## config.mk

```make
export PLATFORM = sky130hd
export DESIGN_NAME = irqr_top
export DESIGN_NICKNAME = d
export VERILOG_FILES = /design/src/rtl/irqr_pkg.sv /design/src/rtl/irqr_ring_rotate.sv /design/src/rtl/irqr_first_set.sv /design/src/rtl/irqr_ptr_reg.sv /design/src/rtl/irqr_top.sv
export SDC_FILE = /design/constraint.sdc
export NUM_CORES = 1
export LEC_CHECK = 0
export BUFFER_PORTS_ARGS = -buffer_cell sky130_fd_sc_hd__buf_2
export CORE_MARGIN = 4
export CORE_UTILIZATION = 45
export DETAILED_ROUTE_END_ITERATION = 16
export GPL_TIMING_DRIVEN = 1
export PLACE_DENSITY = 0.74
export SLEW_MARGIN = 20
export SYNTH_ARGS = -nofsm -noshare
export SYNTH_HDL_FRONTEND = slang
export SYNTH_SLANG_ARGS = --single-unit
```

## constraint.sdc

```tcl
create_clock -name clk -period 6.3 [get_ports clk]
set_input_delay 1.89 -clock clk [delete_from_list [all_inputs] [get_ports clk]]
set_output_delay 1.89 -clock clk [all_outputs]
set_load 0.05 [all_outputs]
```

## src/rtl/irqr_pkg.sv

```systemverilog
package irqr_pkg;

   // Ring ordering variant selected at elaboration.
   typedef enum logic {
      ORDER_FIXED = 1'b0,
      ORDER_RING  = 1'b1
   } order_e;

   // Reset value of the lowest-priority pointer: the top index,
   // so that index 0 ranks first.
   function automatic int unsigned low_ptr_reset(input int unsigned n);
      return n - 1;
   endfunction

endpackage

```

## src/rtl/irqr_ring_rotate.sv

```systemverilog
// Rotates a level vector so that output bit 0 is the level ranked highest,
// i.e. out[i] = in[(low_ptr + 1 + i) mod N].
module irqr_ring_rotate #(
   parameter int unsigned N = 8,
   parameter int unsigned W = $clog2(N)
) (
   input  logic [N-1:0] vec_in,
   input  logic [W-1:0] low_ptr,
   output logic [N-1:0] vec_out
);
   for (genvar gi = 0; gi < N; gi++) begin : g_tap
      logic [W-1:0] src;
      assign src         = W'(gi) + low_ptr + W'(1);
      assign vec_out[gi] = vec_in[src];
   end
endmodule

```

## src/rtl/irqr_first_set.sv

```systemverilog
// Position of the lowest set bit, with a found flag.
module irqr_first_set #(
   parameter int unsigned N = 8,
   parameter int unsigned W = $clog2(N)
) (
   input  logic [N-1:0] vec,
   output logic [W-1:0] pos,
   output logic         found
);
   always_comb begin
      pos   = '0;
      found = 1'b0;
      for (int i = N - 1; i >= 0; i--) begin
         if (vec[i]) begin
            pos   = W'(i);
            found = 1'b1;
         end
      end
   end
endmodule

```

## src/rtl/irqr_ptr_reg.sv

```systemverilog
// Lowest-priority pointer. Ring variant moves on a rotating strobe;
// fixed variant is a constant.
module irqr_ptr_reg
   import irqr_pkg::*;
#(
   parameter int unsigned N     = 8,
   parameter int unsigned W     = $clog2(N),
   parameter order_e      ORDER = ORDER_RING
) (
   input  logic         clk,
   input  logic         rst_n,
   input  logic         rot_en,
   input  logic         svc_stb,
   input  logic [W-1:0] svc_lvl,
   output logic [W-1:0] low_ptr
);
   localparam logic [W-1:0] PTR_RST = W'(low_ptr_reset(N));

   if (ORDER == ORDER_RING) begin : g_ring
      logic [W-1:0] ptr_q;
      always_ff @(posedge clk or negedge rst_n) begin
         if (!rst_n) begin
            ptr_q <= PTR_RST;
         end else if (svc_stb && rot_en) begin
            ptr_q <= svc_lvl;
         end
      end
      assign low_ptr = ptr_q;
   end else begin : g_fixed
      logic unused_ok;
      assign unused_ok = &{1'b0, clk, rst_n, rot_en, svc_stb, svc_lvl};
      assign low_ptr   = PTR_RST;
   end
endmodule

```

## src/rtl/irqr_top.sv

```systemverilog
module irqr_top
   import irqr_pkg::*;
#(
   parameter int unsigned N     = 8,
   parameter order_e      ORDER = ORDER_RING
) (
   input  logic               clk,
   input  logic               rst_n,
   input  logic [N-1:0]       irq_req,
   input  logic [N-1:0]       irq_mask,
   input  logic [N-1:0]       in_svc,
   input  logic               spec_mask,
   input  logic               rot_en,
   input  logic               svc_stb,
   input  logic [$clog2(N)-1:0] svc_lvl,
   output logic               irq_out,
   output logic [$clog2(N)-1:0] irq_lvl
);
   localparam int unsigned W = $clog2(N);

   if (N < 2 || (N & (N - 1)) != 0) begin : g_bad_n
      $error("irqr_top: N must be a power of two, at least 2");
   end

   // Captured inputs.
   logic [N-1:0] req_q, mask_q, isr_q;
   logic         smm_q;
   always_ff @(posedge clk or negedge rst_n) begin
      if (!rst_n) begin
         req_q  <= '0;
         mask_q <= '0;
         isr_q  <= '0;
         smm_q  <= 1'b0;
      end else begin
         req_q  <= irq_req;
         mask_q <= irq_mask;
         isr_q  <= in_svc;
         smm_q  <= spec_mask;
      end
   end

   logic [W-1:0] ptr_q;
   irqr_ptr_reg #(.N(N), .W(W), .ORDER(ORDER)) u_ptr (
      .clk     (clk),
      .rst_n   (rst_n),
      .rot_en  (rot_en),
      .svc_stb (svc_stb),
      .svc_lvl (svc_lvl),
      .low_ptr (ptr_q)
   );

   // Candidates and blockers in absolute order.
   logic [N-1:0] cand_abs, blk_abs;
   assign cand_abs = req_q & ~mask_q;
   assign blk_abs  = smm_q ? (isr_q & ~mask_q) : isr_q;

   // Reorder so bit 0 is the highest-ranked level.
   logic [N-1:0] cand_rel, blk_rel;
   irqr_ring_rotate #(.N(N), .W(W)) u_rot_cand (
      .vec_in (cand_abs), .low_ptr (ptr_q), .vec_out (cand_rel)
   );
   irqr_ring_rotate #(.N(N), .W(W)) u_rot_blk (
      .vec_in (blk_abs), .low_ptr (ptr_q), .vec_out (blk_rel)
   );

   logic [W-1:0] cand_pos, blk_pos;
   logic         cand_any, blk_any;
   irqr_first_set #(.N(N), .W(W)) u_ff_cand (
      .vec (cand_rel), .pos (cand_pos), .found (cand_any)
   );
   irqr_first_set #(.N(N), .W(W)) u_ff_blk (
      .vec (blk_rel), .pos (blk_pos), .found (blk_any)
   );

   logic         win;
   logic [W-1:0] win_lvl;
   assign win     = cand_any && (!blk_any || (cand_pos < blk_pos));
   assign win_lvl = cand_pos + ptr_q + W'(1);

   // Hold register for the reported level.
   logic [W-1:0] lvl_q;
   always_ff @(posedge clk or negedge rst_n) begin
      if (!rst_n) begin
         lvl_q <= '0;
      end else if (win) begin
         lvl_q <= win_lvl;
      end
   end

   assign irq_out = win;
   assign irq_lvl = win ? win_lvl : lvl_q;
endmodule

```

### Word level (Yosys, flattened, before mapping)

Index checks and enable logic that the tools add are counted.

* flip-flop bits (word level): 31
* bits of input ports: 32
* logic and storage cells: 104

* $add $sub $neg: 16
* magnitude comparators: 9
* mux-type cells: 66
* bitwise operators: 3
* reductions and logical operators: 4

Operators with widths (number)
* two-way mux 3 bit: 17
* binary-select mux 1 bit (select 3 bit): 16
* less-than comparator 3 x 4 -> 1 bit (second input constant): 8
* two-way mux 1 bit: 32
* adder 3 x 1 -> 3 bit (second input constant): 9
* AND 8 bit: 2
* adder 3 bit (first input constant): 4
* two-way mux 8 bit: 1
* inverter 8 bit: 1
* adder 2 x 3 -> 3 bit (first input constant): 2
* adder 3 bit: 1
* less-than comparator 3 bit: 1
* logical AND 1 bit: 2
* zero test 1 bit: 1
* logical OR 1 bit: 1

### Depth between registers and ports, before layout

Gate-level depths: netlist (run 1).

* word-level depth: 17
* mapped depth: 15
* mapped depth without buffers: 13

### By module

A second synthesis (run 1) with hierarchy kept.

* cells, all modules: 156
* area, all modules: 2190.9 µm²

By module, submodules not included
* irqr_top: instances 1, cells each 65, area each 999.7 µm², sequential area each 700.7 µm²
* irqr_ring_rotate: instances 2, cells each 29, area each 450.4 µm², sequential area each 0.0 µm²
* irqr_first_set: instances 2, cells each 13, area each 80.1 µm², sequential area each 0.0 µm²
* irqr_ptr_reg: instances 1, cells each 7, area each 130.1 µm², sequential area each 78.8 µm²

### Worst setup path before layout (run 1)

Ideal clock, no wire load.

* path kind: register to output
* from: register u_ptr.g_ring.ptr_q[0] (netlist: u_ptr.low_ptr[0])
* to: output irq_lvl[0]
* data arrival time: 4.216 ns
* required time: 4.410 ns
* setup slack: 0.194 ns
* cell stages (with the launch flop): 15
* path through: dfstp_2 buf_6 inv_4 buf_8 ha_1 xnor2_1 mux4_2 nor2_1 nand2_1 nor2_1 ha_1 a21oi_1 o21ai_1 a21oi_4 mux2i_1

* cells in the longest elaborated chain, start to end: 16
* elaborated cells between the ends (all ways): 85
* those cells by class: 16 x add/sub; 1 x order compare; 65 x mux; 3 x reduce/logical

RTL lines
* from (decl): RTL line irqr_ptr_reg.sv:20 `logic [W-1:0] ptr_q;`
* from (signal assigned): RTL line irqr_ptr_reg.sv:25 `ptr_q <= svc_lvl;`
* adder 3 bit: RTL line irqr_ring_rotate.sv:13 `assign src = W'(gi) + low_ptr + W'(1);`
* adder 3 x 1 -> 3 bit: RTL line irqr_ring_rotate.sv:13
* binary-select mux 1 bit (select 3 bit): RTL line irqr_ring_rotate.sv:14 `assign vec_out[gi] = vec_in[src];`
* two-way mux 1 bit (not written as such): RTL line irqr_ring_rotate.sv:14
* two-way mux 3 bit / two-way mux 1 bit (equally long branches) (8 in series): RTL line irqr_first_set.sv:14 `if (vec[i]) begin`
* less-than comparator 3 bit / zero test 1 bit (equally long branches): RTL line irqr_top.sv:77 `assign win = cand_any && (!blk_any || (cand_pos < blk_pos));`
* logical OR 1 bit: RTL line irqr_top.sv:77
* logical AND 1 bit (*): RTL line irqr_top.sv:77
* named net irq_out: RTL line irqr_top.sv:16 `output logic irq_out,`
* two-way mux 3 bit (*): RTL line irqr_top.sv:91 `assign irq_lvl = win ? win_lvl : lvl_q;`
* to (decl): RTL line irqr_top.sv:17 `output logic [$clog2(N)-1:0] irq_lvl`

Mark *: on every way through the listed nets, which the timed path passes. The rest lies on a longest branch. The select of a mux whose other input is x is not followed.

### Final worst setup path (run 1)

* from: register u_ptr.g_ring.ptr_q[1] (netlist: u_ptr.low_ptr[1])
* to: output irq_lvl[2]

* cells in the longest elaborated chain, start to end: 16
* elaborated cells between the ends (all ways): 85
* those cells by class: 16 x add/sub; 1 x order compare; 65 x mux; 3 x reduce/logical

RTL lines (RTL line)
* branches (longest 15 deep; another with adder 3 bit)
* two-way mux 3 bit (*): irqr_top.sv:91

Every way passes the cells marked *. The select of a mux whose other input is x is not followed.

==> results_dict.tcl, run 1 <==
set metrics [dict create \
    antenna_found_initial 0 \
    hold_path_end "lvl_q[1]" \
    slew_violations 0 \
    worstPathRequired_ns 4.41 \
    hp-start "lvl_q[1]" \
    async_reset_ff_frac 1.00 \
    drc_errors 0 \
    avgViaCountPerCell 5.62 \
    synth_top_area_cell "dfrtp_1" \
    criticalPathCategory "reg2out" \
    clock.fmax_mhz 168 \
    status "finished clean" \
    clock_skew_ns 0.00578 \
    start_util 0.471 \
    io_pins 36 \
    postRouteAntennaNets 0 \
    numCtsBuffers 5 \
    cts_root_buf "clkbuf_8" \
    regArea_um2 779 \
    gr-total-overflow 0 \
    synth_area_um2 2080 \
    clkTransAtPathRegs_ns 0.06 \
    synth_fp_nets 201 \
    drt_wl_total_um 3900 \
    tightest_slew_ns 0.625 \
    crit_path_max_incr_delay_ns 0.63 \
    clock-sinks 31 \
    ys_seq_area_frac 0.375 \
    setup_viol 0 \
    r2r_slack_ns 2.60 \
    max_slew_margin 0.583 \
    rsz0062_at_grt "false" \
    multi_input_comb_area_um2 1240 \
    cts_setup_buffers 0 \
    place.gp.congestion 0.899 \
    grt_max_degree 32 \
    r2r_cells 13 \
    ys.flop_type "dfrtp_1" \
    die_h_um 76 \
    regToRegEndpoint "lvl_q[2]" \
    cp_slowest_cell "dfstp_2" \
    clk_latency_ns 0.27 \
    core_area_um2 4410 \
    firstDrtPassIters 4 \
    rows 24 \
    drive_above_1_share 0.388 \
    grt_use_total 0.143 \
    min_path_type "reg2reg" \
    place_area_um2 2290 \
    startpoint_type "register" \
    cp_max_fo 8 \
    fp.dieW_um 76 \
    synth_top_area_frac 0.337 \
    cts_tree "yes" \
    wl_per_cell_um 15.4 \
    irDropWorstVdd_v 0.000315 \
    drt-initial-drc-count 51 \
    hold_buffers 0 \
    yosysWarningCount 0 \
    period_share 0.947 \
    p_leak_uw 0.00102 \
    cp_cell_sequence "inv_1, ha_2, xor2_2, mux4_2, mux2i_1, o21bai_1, a211oi_2, ha_1, inv_1, fa_1, xnor2_1, xnor2_1, mux2_4, buf_2" \
    die-area_um2 5780 \
    power_density_nw_per_um2 429 \
    htreeDepth 2 \
    crit_buf_inv 3 \
    hpwl_um 3220 \
    setup-tns-final_ns 0 \
    synth_edf_count 0 \
    grt_pass1_vias 1440 \
    syn_to_final_growth_pct 14.1 \
    yosys-top-cells-area "dfrtp_1 (34%), mux4_2 (17%), mux2i_1 (7.2%)" \
    whs_path_depth 1 \
    nets 239 \
    avgSynthCellArea_um2 12.8 \
    antenna_cells 0 \
    synthCells 162 \
    worst_ep_arrival_time_ns 4.08 \
    synth_common_cells "dfrtp_1 (28), mux4_2 (16), mux2i_1 (15)" \
    hold_viol_final 0 \
    yosysMostFrequentCell "dfrtp_1" \
    synth.distinct_cells 46 \
    final_area_um2 2370 \
    cp-end-kind "output pin" \
    maxCapViolations 0 \
    post-route-min-period_ns 5.97 \
    synth-seq-cells 31 \
    path_delay_family "multiplexers" \
    port_buffers 35 \
    grt_pass1_wl_um 6790 \
    fillers 374 \
    vias 1421 \
    r2r-start "u_ptr.low_ptr[1]" \
    cts.path.max_buffers 2 \
]
-- worst max path at each step --
stage | startpoint | end | slack [ns] | cells past startpoint
after CTS | u_ptr.low_ptr[1] | irq_lvl[0] | 0.22 | 11
after global placement | u_ptr.low_ptr[1] | irq_lvl[2] | 0.60 | 14
after detailed placement | u_ptr.low_ptr[1] | irq_lvl[0] | 0.52 | 11
after global routing | u_ptr.low_ptr[1] | irq_lvl[0] | 0.03 | 13
final | u_ptr.low_ptr[1] | irq_lvl[2] | 0.33 | 14
after floorplan | u_ptr.low_ptr[0] | irq_lvl[0] | 0.19 | 14
-- worst register-to-register path, delay by kind of cell (launching register included) --
kind,cells,cell delay [ns]
muxes,3,0.96
adders and majority gates,3,0.80
AOI/OAI and AO/OA,2,0.45
buffers and inverters,2,0.19
DFF,1,0.63
xor gates and xnor gates,3,0.55
-- cell usage in the layout (no fill, tap or decap), types with 2 or more instances in the layout --
cell      instances
o21ai_1           2
mux4_2           16
dfstp_2           3
mux2_2            3
a22o_1            2
xor2_2            2
nor3_1            2
nor2_1            7
nand2b_1          8
a22oi_1           2
and2_1            2
nand3b_1          4
ha_1              5
clkbuf_8          5
mux2_4            2
o21a_1            4
mux2i_1          15
nand3_1           2
xnor2_1           5
a21boi_0          9
o21ai_0           5
nand2_1           5
buf_2            35
o21bai_1          2
inv_1             3
a21oi_1           2
dfrtp_1          28
-- layer usage --
layer	share of wire	up-vias	global-route usage	wire, µm
li1	-	684	-	-
met4	0.016	0	0.0463	63
met3	0.051	7	0.0284	197
met1	0.44	689	0.198	1710
met5	0	-	0	0
met2	0.49	41	0.226	1930
-- through the flow --
step | hold WS [ns] | std cells | power, µW | util | setup WS, ns
floorplan | 0.603 | 162 | 769 | - | 0.194
global placement | 0.487 | 245 | 869 | 0.518 | 0.599
detailed placement | 0.484 | 245 | 879 | 0.518 | 0.518
CTS | 0.503 | 253 | 1030 | 0.537 | 0.216
global route | 0.519 | 253 | 1090 | 0.538 | 0.0272
finish | 0.498 | 253 | 1020 | 0.538 | 0.335
-- what timing repair did --
item                                   CTS  global route
gates resized for setup                  0             1
setup endpoints to repair                0             3
endpoints found under the hold margin    0             0
-- kinds of logic after synthesis --
logic type / after synthesis / share of synthesized area
muxes: 37 / 0.289
and+or+nand+nor: 37 / 0.105
AOI/OAI and AO/OA: 34 / 0.120
DFF: 31 / 0.375
buffers and inverters: 9 / 0.0289
xor gates and xnor gates: 7 / 0.0367
adders and majority gates: 7 / 0.0457
-- sequential cells by signal (all words and copies together) (netlist names) --
signal,count
mask_q,8
req_q,8
smm_q,1
lvl_q,3
isr_q,8
u_ptr.low_ptr,3
-- power by group --
group,switching (µW),internal (µW),leakage (µW),total [µW]
sequential,16.3,225,0.000358,241
clock,68.0,76.9,0.0000412,145
combinational,385,248,0.000624,633
total,469,550,0.00102,1020
-- area by class of cell --
cell class,instances,share of cell area
clock buffers,6,0.0306
clock inverters,2,0.00527
inverters,4,0.00738
multi-input cells,122,0.524
flip-flops and latches,31,0.328
well taps,52,0.0274
repair buffers,36,0.0770
(Power assumes the default switching activity.)
==> inputs of run 2 (changes only) <==
--- a/config.mk
+++ b/config.mk
@@ -10,6 +10,7 @@
 export CORE_UTILIZATION = 45
 export DETAILED_ROUTE_END_ITERATION = 16
 export GPL_TIMING_DRIVEN = 1
+export MAX_ROUTING_LAYER = met4
 export PLACE_DENSITY = 0.74
 export SLEW_MARGIN = 20
 export SYNTH_ARGS = -nofsm -noshare
==> run 2 against run 1 <==
Against the previous run: non-clock buffer count did not move; cell count did not move; worst setup slack got worse by 0.0021 ns; sequential share of layout area did not move; design area did not move; critical path type unchanged; largest cell class unchanged.
==> results_dict.tcl, run 2 (synthesis gave the netlist of run 1 again) <==
set metrics [dict create \
    rsz0062_at_grt "false" \
    antenna_cells 0 \
    cts_resized 0 \
    firstDrtPassIters 4 \
    worst_ep_arrival_time_ns 4.08 \
    clk_latency_ns 0.27 \
    seqPwrFrac 0.237 \
    place.gp.congestion 0.915 \
    nets 239 \
    vias 1420 \
    hold_viol_final 0 \
    worstPathRequired_ns 4.41 \
    max_slew_margin 0.583 \
    criticalPathCategory "reg2out" \
    slew_violations 0 \
    cts_root_buf "clkbuf_8" \
    hold_buffers 0 \
    postRouteAntennaNets 0 \
    irDropWorstVdd_v 0.000315 \
    start_util 0.471 \
    stdcell_count 253 \
    place_inst 245 \
    grt_pass1_vias 1439 \
    hold_slack_ns 0.498 \
    final_common_cell "buf_2" \
    cp_slowest_cell "dfstp_2" \
    post-route-util 0.538 \
    status "finished clean" \
    drc_errors 0 \
    p_int_uw 550 \
    grt_max_degree 32 \
    drt_wl_total_um 3900 \
    drive_above_1_share 0.388 \
    syn_to_final_growth_pct 14.1 \
    clock_skew_ns 0.00578 \
    rows 24 \
    drt-initial-drc-count 51 \
    final_cell_mix "buf_2 (35), dfrtp_1 (28), mux4_2 (16), mux2i_1 (15), a21boi_0 (9)" \
    p_switching_uw 469 \
    top_regs "isr_q (8), mask_q (8), req_q (8)" \
    fp.dieW_um 76 \
    io_pins 36 \
    cts_setup_buffers 0 \
    maxCapViolations 0 \
    cp-end-kind "output pin" \
    hpwl_um 3220 \
    cp_max_fo 8 \
    switching_share 0.460 \
    numCtsBuffers 5 \
    setup_viol 0 \
    cp_cell_sequence "inv_1, ha_2, xor2_2, mux4_2, mux2i_1, o21bai_1, a211oi_2, ha_1, inv_1, fa_1, xnor2_1, xnor2_1, mux2_4, buf_2" \
    tightest_slew_ns 0.626 \
    clock-sinks 31 \
    post-route-min-period_ns 5.97 \
    cts.path.max_buffers 2 \
    cts_tree "yes" \
    avgViaCountPerCell 5.61 \
    startpoint_type "register" \
    period_share 0.947 \
    die-area_um2 5780 \
    htreeDepth 2 \
    grt_use_total 0.147 \
    p_clk_frac 0.142 \
    grt_pass1_wl_um 6800 \
    die_h_um 76 \
    p_leak_uw 0.00102 \
    gr-total-overflow 0 \
    pwr-share-comb 0.621 \
    antenna_found_initial 0 \
    wl_per_cell_um 15.4 \
    clock.fmax_mhz 168 \
    port_buffers 35 \
    crit_path_max_incr_delay_ns 0.63 \
    setup-tns-final_ns 0 \
    clkTransAtPathRegs_ns 0.06 \
    min_path_type "reg2reg" \
    power_density_nw_per_um2 429 \
    core_area_um2 4410 \
]
run 2: cell counts in the layout (fill, tap and decap cells not counted):
Identical to the previous run, type by type.
run 2: final timing paths:
check | start | to | slack [ns] | depth (start not counted)
setup / recovery | u_ptr.low_ptr[1] | irq_lvl[2] | 0.33 | 14
hold / removal | lvl_q[1] | lvl_q[1] | 0.50 | 1
setup reg to reg | u_ptr.low_ptr[1] | lvl_q[2] | 2.60 | 13
hold reg to reg | lvl_q[1] | lvl_q[1] | 0.50 | 1
max in group asynchronous | rst_n | req_q[1] | 4.26 | 1
min in group asynchronous | rst_n | mask_q[3] | 1.63 | 1
run 2: layer usage:
metal,up-vias,share of wire,global-route usage
met2,41,0.49,0.226
met3,7,0.054,0.0284
met1,688,0.44,0.198
li1,684,-,-
met5,-,0,-
met4,0,0.016,0.0463
run 2: power groups by stage:
| stage | sequential (µW) | clock (µW) | combinational, µW |
|---|---|---|---|
| floorplan | 237 | 0 | 532 |
| global placement | 244 | 0 | 625 |
| detailed placement | 245 | 0 | 634 |
| CTS | 242 | 148 | 635 |
| global route | 245 | 161 | 683 |
| finish | 241 | 145 | 633 |
run 2: worst max-delay path: cells and delay by family, from the launching register on:
family / cells / cell delay (ns)
DFF: 1 / 0.63
adders and majority gates: 3 / 0.80
buffers and inverters: 3 / 0.40
muxes: 3 / 0.95
AOI/OAI and AO/OA: 2 / 0.45
xor gates and xnor gates: 3 / 0.55
run 2: cell type report:
type                       instances  area (µm²)
clock buffer                       6        72.6
clock inverter                     2        12.5
fill                             374        2040
inverter                           4        17.5
multi-input combinational        122        1240
sequential                        31         779
tap                               52        65.1
timing repair buffer              36         183
run 2: through the flow:
step / worst slack (ns) / area, µm² / total power [µW]
final: 0.333 / 2370 / 1020
after CTS: 0.216 / 2370 / 1030
after floorplan: 0.194 / 2080 / 769
after detailed placement: 0.518 / 2290 / 879
after global routing: 0.0272 / 2370 / 1090
after global placement: 0.599 / 2290 / 869
